**src/rtl/pwm_div_pkg.sv**
```systemverilog
// Package: shared types for the gated fractional tick divider.
// Assumes: mode codes are fixed, because software programs them directly.
package pwm_div_pkg;

    // Event source selection; the code values are architectural.
    typedef enum logic [1:0] {
        EVT_FREE  = 2'b00,
        EVT_LEVEL = 2'b01,
        EVT_RISE  = 2'b10,
        EVT_FALL  = 2'b11
    } evt_mode_e;

endpackage

```
**src/rtl/pwm_pin_sync.sv**
```systemverilog
// Module: pwm_pin_sync
// Brings an asynchronous pin into the clock domain through a chain of
// STAGES flops. It then reports the synchronized level and one-cycle
// rise and fall strobes.
// Assumes: STAGES >= 2; the edge strobes compare the last stage to a
// history flop.
module pwm_pin_sync #(
    parameter int STAGES = 2
) (
    input  logic clk,
    input  logic rst_n,
    input  logic pin_async,
    output logic lvl,
    output logic rise,
    output logic fall
);

    logic [STAGES-1:0] chain_q;
    logic              hist_q;

    // Shift the pin through the synchronizer and keep one cycle of history.
    always_ff @(posedge clk) begin
        if (!rst_n) begin
            chain_q <= '0;
            hist_q  <= 1'b0;
        end else begin
            chain_q <= {chain_q[STAGES-2:0], pin_async};
            hist_q  <= chain_q[STAGES-1];
        end
    end

    // Derive the level and the edge strobes from the synchronized bit.
    always_comb begin
        lvl  = chain_q[STAGES-1];
        rise = chain_q[STAGES-1] & ~hist_q;
        fall = ~chain_q[STAGES-1] & hist_q;
    end

endmodule

```
**src/rtl/pwm_event_sel.sv**
```systemverilog
// Module: pwm_event_sel
// Picks the qualifying-event strobe for the divider according to the
// mode code. Nothing qualifies while the enable is low.
// Assumes: the level and edge inputs are already synchronous.
module pwm_event_sel
    import pwm_div_pkg::*;
(
    input  logic       en,
    input  logic [1:0] mode,
    input  logic       lvl,
    input  logic       rise,
    input  logic       fall,
    output logic       evt
);

    // Mode multiplexer gated by the enable.
    always_comb begin
        evt = 1'b0;
        if (en) begin
            case (evt_mode_e'(mode))
                EVT_FREE:  evt = 1'b1;
                EVT_LEVEL: evt = lvl;
                EVT_RISE:  evt = rise;
                EVT_FALL:  evt = fall;
                default:   evt = 1'b0;
            endcase
        end
    end

endmodule

```
**src/rtl/pwm_frac_accum.sv**
```systemverilog
// Module: pwm_frac_accum
// Fixed-point remainder accumulator. Each event adds one unit (1.0,
// written 2**FRAC_W). A registered tick is emitted when the sum reaches
// the divisor, and the divisor is then subtracted.
// Assumes: divisors below 1.0 are clamped to 1.0, so the stored
// remainder always stays below the largest divisor value.
module pwm_frac_accum #(
    parameter int INT_W  = 8,
    parameter int FRAC_W = 4
) (
    input  logic              clk,
    input  logic              rst_n,
    input  logic              evt,
    input  logic [INT_W-1:0]  div_int,
    input  logic [FRAC_W-1:0] div_frac,
    output logic              tick,
    output logic [INT_W+FRAC_W-1:0] acc
);

    localparam int DIV_W = INT_W + FRAC_W;
    localparam int ONE   = 1 << FRAC_W;

    logic [DIV_W-1:0] div_eff;
    logic [DIV_W:0]   sum;
    logic [DIV_W:0]   diff;
    logic             hit;
    logic [DIV_W-1:0] acc_q;
    logic             tick_q;

    // Clamp the divisor and form the trial sum and difference.
    always_comb begin
        div_eff = (div_int == '0) ? DIV_W'(ONE) : {div_int, div_frac};
        sum     = {1'b0, acc_q} + (DIV_W+1)'(ONE);
        hit     = (sum >= {1'b0, div_eff});
        diff    = sum - {1'b0, div_eff};
    end

    // Update the remainder on events and register the tick.
    always_ff @(posedge clk) begin
        if (!rst_n) begin
            acc_q  <= '0;
            tick_q <= 1'b0;
        end else begin
            tick_q <= evt & hit;
            if (evt) begin
                acc_q <= hit ? diff[DIV_W-1:0] : sum[DIV_W-1:0];
            end
        end
    end

    assign tick = tick_q;
    assign acc  = acc_q;

endmodule

```
**src/rtl/pwm_tick_divider.sv**
```systemverilog
// Module: pwm_tick_divider (top)
// Gated 8.4 fractional divider that produces count-enable ticks for a
// PWM counter. It contains the pin synchronizer, the event selector and
// the remainder accumulator.
// Assumes: the divisor and mode are held quasi-static by the register
// file; the pin is asynchronous.
module pwm_tick_divider #(
    parameter int INT_W       = 8,
    parameter int FRAC_W      = 4,
    parameter int SYNC_STAGES = 2
) (
    input  logic              clk,
    input  logic              rst_n,
    input  logic              en,
    input  logic [1:0]        mode,
    input  logic [INT_W-1:0]  div_int,
    input  logic [FRAC_W-1:0] div_frac,
    input  logic              pin_b,
    output logic              tick
);

    localparam int DIV_W = INT_W + FRAC_W;

    logic             b_lvl;
    logic             b_rise;
    logic             b_fall;
    logic             evt;
    logic [DIV_W-1:0] acc_q;

    pwm_pin_sync #(.STAGES(SYNC_STAGES)) u_sync (
        .clk       (clk),
        .rst_n     (rst_n),
        .pin_async (pin_b),
        .lvl       (b_lvl),
        .rise      (b_rise),
        .fall      (b_fall)
    );

    pwm_event_sel u_sel (
        .en   (en),
        .mode (mode),
        .lvl  (b_lvl),
        .rise (b_rise),
        .fall (b_fall),
        .evt  (evt)
    );

    pwm_frac_accum #(.INT_W(INT_W), .FRAC_W(FRAC_W)) u_acc (
        .clk      (clk),
        .rst_n    (rst_n),
        .evt      (evt),
        .div_int  (div_int),
        .div_frac (div_frac),
        .tick     (tick),
        .acc      (acc_q)
    );

endmodule

```
**config.mk**
```make
export PLATFORM = sky130hd
export DESIGN_NAME = pwm_tick_divider
export DESIGN_NICKNAME = d
export VERILOG_FILES = /design/src/rtl/pwm_div_pkg.sv /design/src/rtl/pwm_pin_sync.sv /design/src/rtl/pwm_event_sel.sv /design/src/rtl/pwm_frac_accum.sv /design/src/rtl/pwm_tick_divider.sv
export SDC_FILE = /design/constraint.sdc
export NUM_CORES = 1
export LEC_CHECK = 0
export CORE_ASPECT_RATIO = 0.9
export CORE_UTILIZATION = 51
export DETAILED_ROUTE_END_ITERATION = 10
export PLACE_DENSITY = 0.8
export SYNTH_ARGS = -nofsm -noshare
export SYNTH_HDL_FRONTEND = slang
export SYNTH_SLANG_ARGS = --single-unit
```
**constraint.sdc**
```tcl
create_clock -name clk -period 3 [get_ports clk]
set_input_delay 0.3 -clock clk [delete_from_list [all_inputs] [get_ports clk]]
set_output_delay 0.3 -clock clk [all_outputs]
set_load 0.02 [all_outputs]
```
# Word level (Yosys, flattened, before mapping)

Cells that the tools add are included.

Input bits: 18
Register bits after elaboration: 16

Bitwise logic cells: 5
Reductions and logical operators: 2
Add/sub/neg operators: 2
Equality and inequality tests: 3
Order comparisons: 1
Multiplexer cells: 4

Operator list:

| cell                    | count |
|---|---|
| $mux W12                | 2 |
| $add A12 B5 Y13 const B | 1 |
| $ge A13 B12 Y1          | 1 |
| $sub A12 B12 Y12        | 1 |
| $logic_not A8 Y1        | 1 |
| $eq A2 B2 Y1 const B    | 2 |
| $pmux W1 S4             | 1 |
| $and A1 B1 Y1           | 3 |
| $eq A2 B1 Y1 const B    | 1 |
| $logic_not A2 Y1        | 1 |
| $not A1 Y1              | 2 |
| $mux W1                 | 1 |

# Logic depth before layout (Yosys ltp)

Gate-level depths: netlist (run 1).

Depth after elaboration: 5
Gate-level depth with buffers: 13
Gate-level depth less buffers: 13

# Cells and area by module

A second synthesis (run 1) with hierarchy kept.

Cells, all modules: 180
Area, all modules: 1451.4 um2

Modules (own cells, without submodules):

| module         | times used | cells each | area an instance (um2) | seq. area each (um2) |
|---|---|---|---|---|
| pwm_frac_accum | 1          | 168        | 1321.3                 | 260.2 |
| pwm_pin_sync   | 1          | 8          | 91.3                   | 60.1 |
| pwm_event_sel  | 1          | 4          | 38.8                   | 0.0 |

# Least setup slack after synthesis (run 1)

OpenSTA, ideal clock, no wires.

Kind: reg-to-reg
Start: register u_acc.acc_q[6] (netlist: u_acc.acc[6])
End: register u_acc.acc_q[7] (netlist: u_acc.acc[7])
Setup time: 0.119 ns
Required time: 2.881 ns
Path buffers: 1
Data arrival time: 2.562 ns
Clock period less this slack: 2.681 ns
Stages on the path, launching flop included: 14
Setup slack: 0.319 ns
Path through: dfxtp_1 > nand3_2 > nor2_1 > nand3_1 > xnor2_1 > ha_1 > nand3_2 > or2_0 > o22ai_2 > a21oi_2 > and2_4 > buf_8 > o31a_1 > o221a_1

Longest elaborated chain between the ends: 3

Ends and longest elaborated chain:

| item                                               | line                                       | source |
|---|---|---|
| from (decl)                                        | pwm_frac_accum.sv:27                       | `logic [DIV_W-1:0] acc_q;` |
| from (signal assigned)                             | pwm_frac_accum.sv:46                       | `acc_q <= hit ? diff[DIV_W-1:0] : sum[DIV_W-1:0];` |
| $add A12 B5 Y13 (*)                                | pwm_frac_accum.sv:33                       | `sum = {1'b0, acc_q} + (DIV_W+1)'(ONE);` |
| $sub A12 B12 Y12 or $ge A13 B12 Y1 (tied branches) | pwm_frac_accum.sv:35, pwm_frac_accum.sv:34 |  |
| $mux W12 (*)                                       | pwm_frac_accum.sv:46                       |  |

Every way passes the cells marked *; elsewhere a longest branch is shown, timed or not.
A chain may end at the register's enable or synchronous reset.

# Worst setup path in the final report (run 1)

Start: input port div_int[1]
End: register u_acc.acc_q[6] (netlist: u_acc.acc[6])

Longest elaborated chain between the ends: 4

Ends and longest elaborated chain:

| item                                               | line                                       | source |
|---|---|---|
| from (decl)                                        | pwm_tick_divider.sv:16                     | `input logic [INT_W-1:0] div_int,` |
| $logic_not A8 Y1                                   | pwm_frac_accum.sv:32                       | `div_eff = (div_int == '0) ? DIV_W'(ONE) : {div_int, div_frac};` |
| $mux W12 (*)                                       | pwm_frac_accum.sv:32                       |  |
| $sub A12 B12 Y12 or $ge A13 B12 Y1 (tied branches) | pwm_frac_accum.sv:35, pwm_frac_accum.sv:34 |  |
| $mux W12 (*)                                       | pwm_frac_accum.sv:46                       |  |

Marked as above.

==> results.sh, run 1 <==
export IMPL_final_nets=260
export IMPL_seq_area_frac_synth_pct=22.0
export IMPL_vias=1584
export IMPL_syn_area_per_cell_um2=7.81
export IMPL_first_iter_violations=60
export IMPL_grt_overflow=0
export IMPL_synth_simple_area_share_pct=20.2
export IMPL_diodes=0
export IMPL_area_growth_pct=34.2
export IMPL_antenna_found_initial=0
export IMPL_cts_tree="built"
export IMPL_synthDistinctLibCells=48
export IMPL_drive_gt1_share_pct=24.2
export IMPL_netlist_top_cells_count="nor2_1 (19), inv_1 (17), dfxtp_1 (16), a21oi_1 (15)"
export IMPL_h_tree_depth=1
export IMPL_post_route_util_pct=75.7
export IMPL_synth_adder_area_share_pct=12.6
export IMPL_syn_inst=186
export IMPL_die_y_um=52.6
export IMPL_start_util_pct=56.4
export IMPL_setup_viol=0
export IMPL_grt_pass1_wl_mm=6.56
export IMPL_clock_latency_ns=0.29
export IMPL_ys_top_cells_by_area="dfxtp_1 (22%), ha_1 (11%), a21oi_1 (5.2%)"
export IMPL_worst_pin_slew_ns=0.473
export IMPL_p_per_area_nw_per_um2=313
export IMPL_grt_max_degree=14
export IMPL_nFillCells=184
export IMPL_slew_violations=0
export IMPL_period_needed_ns=2.95
export IMPL_dr_pass1_iters=5
export IMPL_end_kind="flip-flop"
export IMPL_dieWidth_um=58.3
export IMPL_arrival_ns=3.15
export IMPL_crit_fanout=4
export IMPL_clockRootBuffer="clkbuf_4"
export IMPL_synth_top_area_share_pct=22.0
export IMPL_path_class="in -> reg"
export IMPL_grt_use_total_pct=28.5
export IMPL_dpl_cell_area_um2=1820
export IMPL_power_static_leakage_nw=0.864
export IMPL_cts_hold_buffers_added=0
export IMPL_dpl_hpwl_mm=3.12
export IMPL_dieArea_um2=3070
export IMPL_clkTransAtPathRegs_ns=0.10
export IMPL_outcome="finished clean"
export IMPL_setup_tns_ns=0
export IMPL_cp_required_ns=3.20
export IMPL_fmax_ghz=0.339
export IMPL_port_buffers=18
export IMPL_vias_per_cell=5.98
export IMPL_pre_cts_slack_ns=-0.453
export IMPL_ant_nets=0
export IMPL_synth_compound_area_share_pct=29.0
export IMPL_synthArstFlopShare_pct=0
export IMPL_coreArea_um2=2570
export IMPL_syn_num_nets=218
export IMPL_hp_class="reg -> reg"
export IMPL_cts_num_sinks=16
export IMPL_start_kind="primary input"
export IMPL_cts_buffers=3
export IMPL_fin_ws_ns=0.0497
export IMPL_stdcell_area_um2=1950
export IMPL_clock_path_buffers=2
export IMPL_yosysMostFrequentCell="nor2_1"
export IMPL_ys_warn_count=0
export IMPL_ir_drop_mv=0.155
export IMPL_hold_viol_final=0
export IMPL_min_period_over_period_pct=98.3
export IMPL_synth_edff_count=0
export IMPL_maxCapViolCount=0
export IMPL_wl_per_cell_um=16.2
export IMPL_synth_top_family_by_area="compound AO/OA/AOI/OAI gates"
export IMPL_rows=17
export IMPL_synthXorXnorAreaFrac_pct=6.03
export IMPL_syn_area_um2=1450
export IMPL_synthFlopType="dfxtp_1"
export IMPL_yosysTopAreaCell="dfxtp_1"
export IMPL_fin_worst_skew_ns=0.00404
export IMPL_total_power_mw=0.609
export IMPL_wirelength_mm=4.28
export IMPL_io_pins=19
export IMPL_route_detailed_drc=0
export IMPL_synthMuxAreaShare_pct=4.22
export IMPL_cts_setup_buffers=0
export IMPL_yosys_register_bits=16
export IMPL_gp_congestion=0.901
export IMPL_relSlewSlack_pct=68.1
export IMPL_grt_pass1_vias=1517
==> power breakdown <==
part / internal (mW) / switching (mW)
registers: 0.222 / 0.00873
logic: 0.112 / 0.121
clock network: 0.0740 / 0.0721
==> state kept, by name (all words and copies together) (netlist names) <==
register and count:
u_acc.acc 12, u_sync.chain_q 2, u_acc.tick 1, u_sync.hist_q 1
==> metal layers <==
metal	up-vias	GRT usage, %	part of all wire, %
li1	757	-	-
met1	717	35.2	40
met2	86	48.9	47
met3	24	3.70	8.2
met4	0	13.5	4.5
met5	-	0	0
==> metrics by stage <==
step | cells | hold WS, ns
after floorplan | 186 | 0.412
after global placement | 261 | 0.420
final | 265 | 0.458
after global routing | 265 | 0.489
after detailed placement | 261 | 0.440
after CTS | 265 | 0.462
==> worst paths after layout <==
check / from / to / slack, ns / cells after the start
worst min-delay path: u_sync.chain_q[0] / u_sync.chain_q[1] / 0.46 / 1
worst max-delay path: div_int[1] / u_acc.acc[6] / 0.05 / 13
worst max register to register: u_acc.acc[4] / u_acc.acc[7] / 0.13 / 14
worst min register to register: u_sync.chain_q[0] / u_sync.chain_q[1] / 0.46 / 1
==> layout by cell type, fill, tap and decap left out, types with 9 or more instances in the layout <==
| cell type | Yosys | layout |
|---|---|---|
| inv_1 | 17 | 17 |
| buf_4 | 0 | 22 |
| clkdlybuf4s50_1 | 0 | 18 |
| nand2_1 | 13 | 11 |
| nor2_1 | 19 | 18 |
| a21oi_1 | 15 | 13 |
| o21ai_0 | 12 | 9 |
| dfxtp_1 | 16 | 12 |
| ha_1 | 13 | 13 |
==> logic make-up (layout without fill, tap and decap cells) <==
| family | Yosys count | after routing |
|---|---|---|
| and+or+nand+nor | 59 | 59 |
| buffers and inverters | 20 | 61 |
| xor gates and xnor gates | 10 | 10 |
| adders and majority gates | 14 | 14 |
| AOI/OAI and AO/OA | 61 | 61 |
| muxes | 6 | 6 |
| DFF | 16 | 16 |
==> critical path, stage by stage <==
cell,delay [ns]
clkdlybuf4s50_1,0.43
nor4_1,0.43
nand2_1,0.20
and2_1,0.21
ha_1,0.19
inv_1,0.08
fa_2,0.23
a211oi_2,0.10
nor2_1,0.20
o21ai_0,0.11
a22oi_1,0.25
mux2i_1,0.12
a221oi_1,0.29
==> area by class of cell <==
| cell class | instances | area, um2 | share of cell area [%] |
|---|---|---|---|
| clock buffers | 4 | 36.3 | 1.86 |
| well taps | 38 | 47.5 | 2.44 |
| multi-input cells | 150 | 1130 | 58.0 |
| inverters | 17 | 63.8 | 3.27 |
| repair buffers | 40 | 345 | 17.7 |
| flip-flops and latches | 16 | 325 | 16.7 |
==> what timing repair did <==
action                     4_1_cts  5_1_grt
pin swaps                        0        5
setup endpoints to repair        6       12
resized for setup                4       22
No activity file was read; power rests on OpenSTA's default activity.
==> inputs of run 2 (changes only) <==
Settings changed: CORE_UTILIZATION 51 to 55, PLACE_DENSITY 0.8 to 0.85.
==> run 2 against run 1 <==
Compared with the run above: the run now ends with design-rule violations left; count of clock-buffer cells in the layout unchanged; global-route usage up 2.2 points; sequential share of layout area grew 0.12 points; total power decreased by 0.80%; first-iteration DRC count is 27% higher; largest cell class unchanged; largest power group is now registers; highest routed layer unchanged.
==> results.sh, run 2 (same netlist as run 1, synthesis figures left out) <==
export IMPL_end_kind="flip-flop"
export IMPL_antenna_found_initial=0
export IMPL_start_util_pct=58.9
export IMPL_clkTransAtPathRegs_ns=0.10
export IMPL_cts_tree="built"
export IMPL_dieWidth_um=56.2
export IMPL_slowest_stage="dfxtp_1"
export IMPL_cp_required_ns=3.18
export IMPL_post_route_util_pct=78.1
export IMPL_die_y_um=50.8
export IMPL_dpl_cell_area_um2=1800
export IMPL_cts_num_sinks=16
export IMPL_crit_fanout=4
export IMPL_drive_gt1_share_pct=22.7
export IMPL_critPathMaxStageDelay_ns=0.42
export IMPL_fin_worst_skew_ns=0.00279
export IMPL_setup_viol=0
export IMPL_grt_use_total_pct=30.6
export IMPL_grt_max_degree=14
export IMPL_relSlewSlack_pct=71.0
export IMPL_final_nets=262
export IMPL_slew_violations=0
export IMPL_clockRootBuffer="clkbuf_4"
export IMPL_hold_viol_final=0
export IMPL_ir_drop_mv=0.310
export IMPL_stdcell_area_um2=1930
export IMPL_stdcell_count=257
export IMPL_critPathBufInv=3
export IMPL_fmax_ghz=0.343
export IMPL_maxCapViolCount=0
export IMPL_worst_pin_slew_ns=0.435
export IMPL_dpl_hpwl_mm=3.24
export IMPL_wl_per_cell_um=16.2
export IMPL_holdWs_ns=0.453
export IMPL_power_static_leakage_nw=0.863
export IMPL_coreArea_um2=2470
export IMPL_arrival_ns=3.09
export IMPL_port_buffers=18
export IMPL_hp_class="reg -> reg"
export IMPL_io_pins=19
export IMPL_total_power_mw=0.605
export IMPL_h_tree_depth=1
export IMPL_critPathTopFamily="compound AO/OA/AOI/OAI gates"
export IMPL_path_class="reg -> reg"
export IMPL_start_kind="flip-flop"
export IMPL_grt_overflow=0
export IMPL_largest_reg_flops=12
export IMPL_outcome="finished with violations"
export IMPL_crit_chain="nand3_2 -> nor2_1 -> nand3_1 -> xnor2_1 -> ha_1 -> inv_1 -> nor2_1 -> a311o_1 -> a31oi_4 -> buf_4 -> nand2_2 -> buf_4 -> mux2i_1 -> a21oi_1"
export IMPL_diodes=0
export IMPL_placed_cells=250
export IMPL_grt_pass1_wl_mm=6.74
export IMPL_area_growth_pct=32.7
export IMPL_cts_hold_buffers_added=0
export IMPL_p_per_area_nw_per_um2=314
export IMPL_clock_path_buffers=2
export IMPL_vias=1571
export IMPL_period_needed_ns=2.91
export IMPL_nFillCells=171
export IMPL_gp_congestion=0.889
export IMPL_rows=17
export IMPL_cts_buffers=3
export IMPL_ant_nets=0
export IMPL_first_iter_violations=76
export IMPL_wirelength_mm=4.17
export IMPL_grt_pass1_vias=1530
export IMPL_vias_per_cell=6.11
export IMPL_violations="design-rule violations"
export IMPL_dr_pass1_iters=8
export IMPL_dieArea_um2=2850
export IMPL_min_period_over_period_pct=97.1
export IMPL_clock_latency_ns=0.30
export IMPL_mostFrequentLayoutCells="buf_4 (24), nor2_1 (19), clkdlybuf4s50_1 (18)"
export IMPL_route_detailed_drc=1
export IMPL_final_common_cell="buf_4"
-- run 2: through the flow --
stage	TNS [ns]	setup WS [ns]
after detailed placement	-1.81	-0.277
after global placement	-0.642	-0.165
after floorplan	0	0.319
after CTS	0	0.0175
final	0	0.0872
after global routing	-0.0272	-0.0229
-- run 2: what timing repair did --
item | 4_1_cts | 5_1_grt
buffers inserted | 0 | 3
setup endpoints to repair | 0 | 12
gates resized for setup | 0 | 18
-- run 2: metal layers --
layer / routed length, um / share of wire [%] / track usage (%) / vias up
met5: 0 / 0 / 0 / -
met4: 102 / 2.4 / 13.4 / 0
met3: 264 / 6.3 / 2.32 / 11
met1: 1740 / 42 / 38.4 / 734
met2: 2070 / 50 / 54.0 / 64
li1: - / - / - / 762
-- run 2: layout make-up --
| class | instances | area [um2] | share of cell area (%) |
|---|---|---|---|
| well taps | 28 | 35.0 | 1.82 |
| repair buffers | 42 | 360 | 18.7 |
| multi-input cells | 150 | 1110 | 57.5 |
| flip-flops and latches | 16 | 324 | 16.8 |
| inverters | 17 | 63.8 | 3.31 |
| clock buffers | 4 | 36.3 | 1.88 |
-- run 2: power breakdown --
group          switching [mW]  internal [mW]  leakage [nW]  total (mW)
logic                   0.115          0.110         0.711       0.224
registers             0.00836          0.221         0.132       0.230
clock network          0.0764         0.0742        0.0210       0.151
-- run 2: final timing paths --
check / from / end / slack, ns / depth (start not counted)
hold reg to reg: u_sync.chain_q[0] / u_sync.chain_q[1] / 0.45 / 1
setup reg to reg: u_acc.acc[8] / u_acc.acc[8] / 0.09 / 14
hold / removal: u_sync.chain_q[0] / u_sync.chain_q[1] / 0.45 / 1
setup / recovery: u_acc.acc[8] / u_acc.acc[8] / 0.09 / 14
-- run 2: worst register-to-register path, delay by kind of cell (launching register included) --
family / cells / cell delay, ns
AOI/OAI and AO/OA: 3 / 0.65
adders and majority gates: 1 / 0.32
muxes: 1 / 0.17
DFF: 1 / 0.42
xor gates and xnor gates: 1 / 0.24
buffers and inverters: 3 / 0.42
and+or+nand+nor: 5 / 0.58
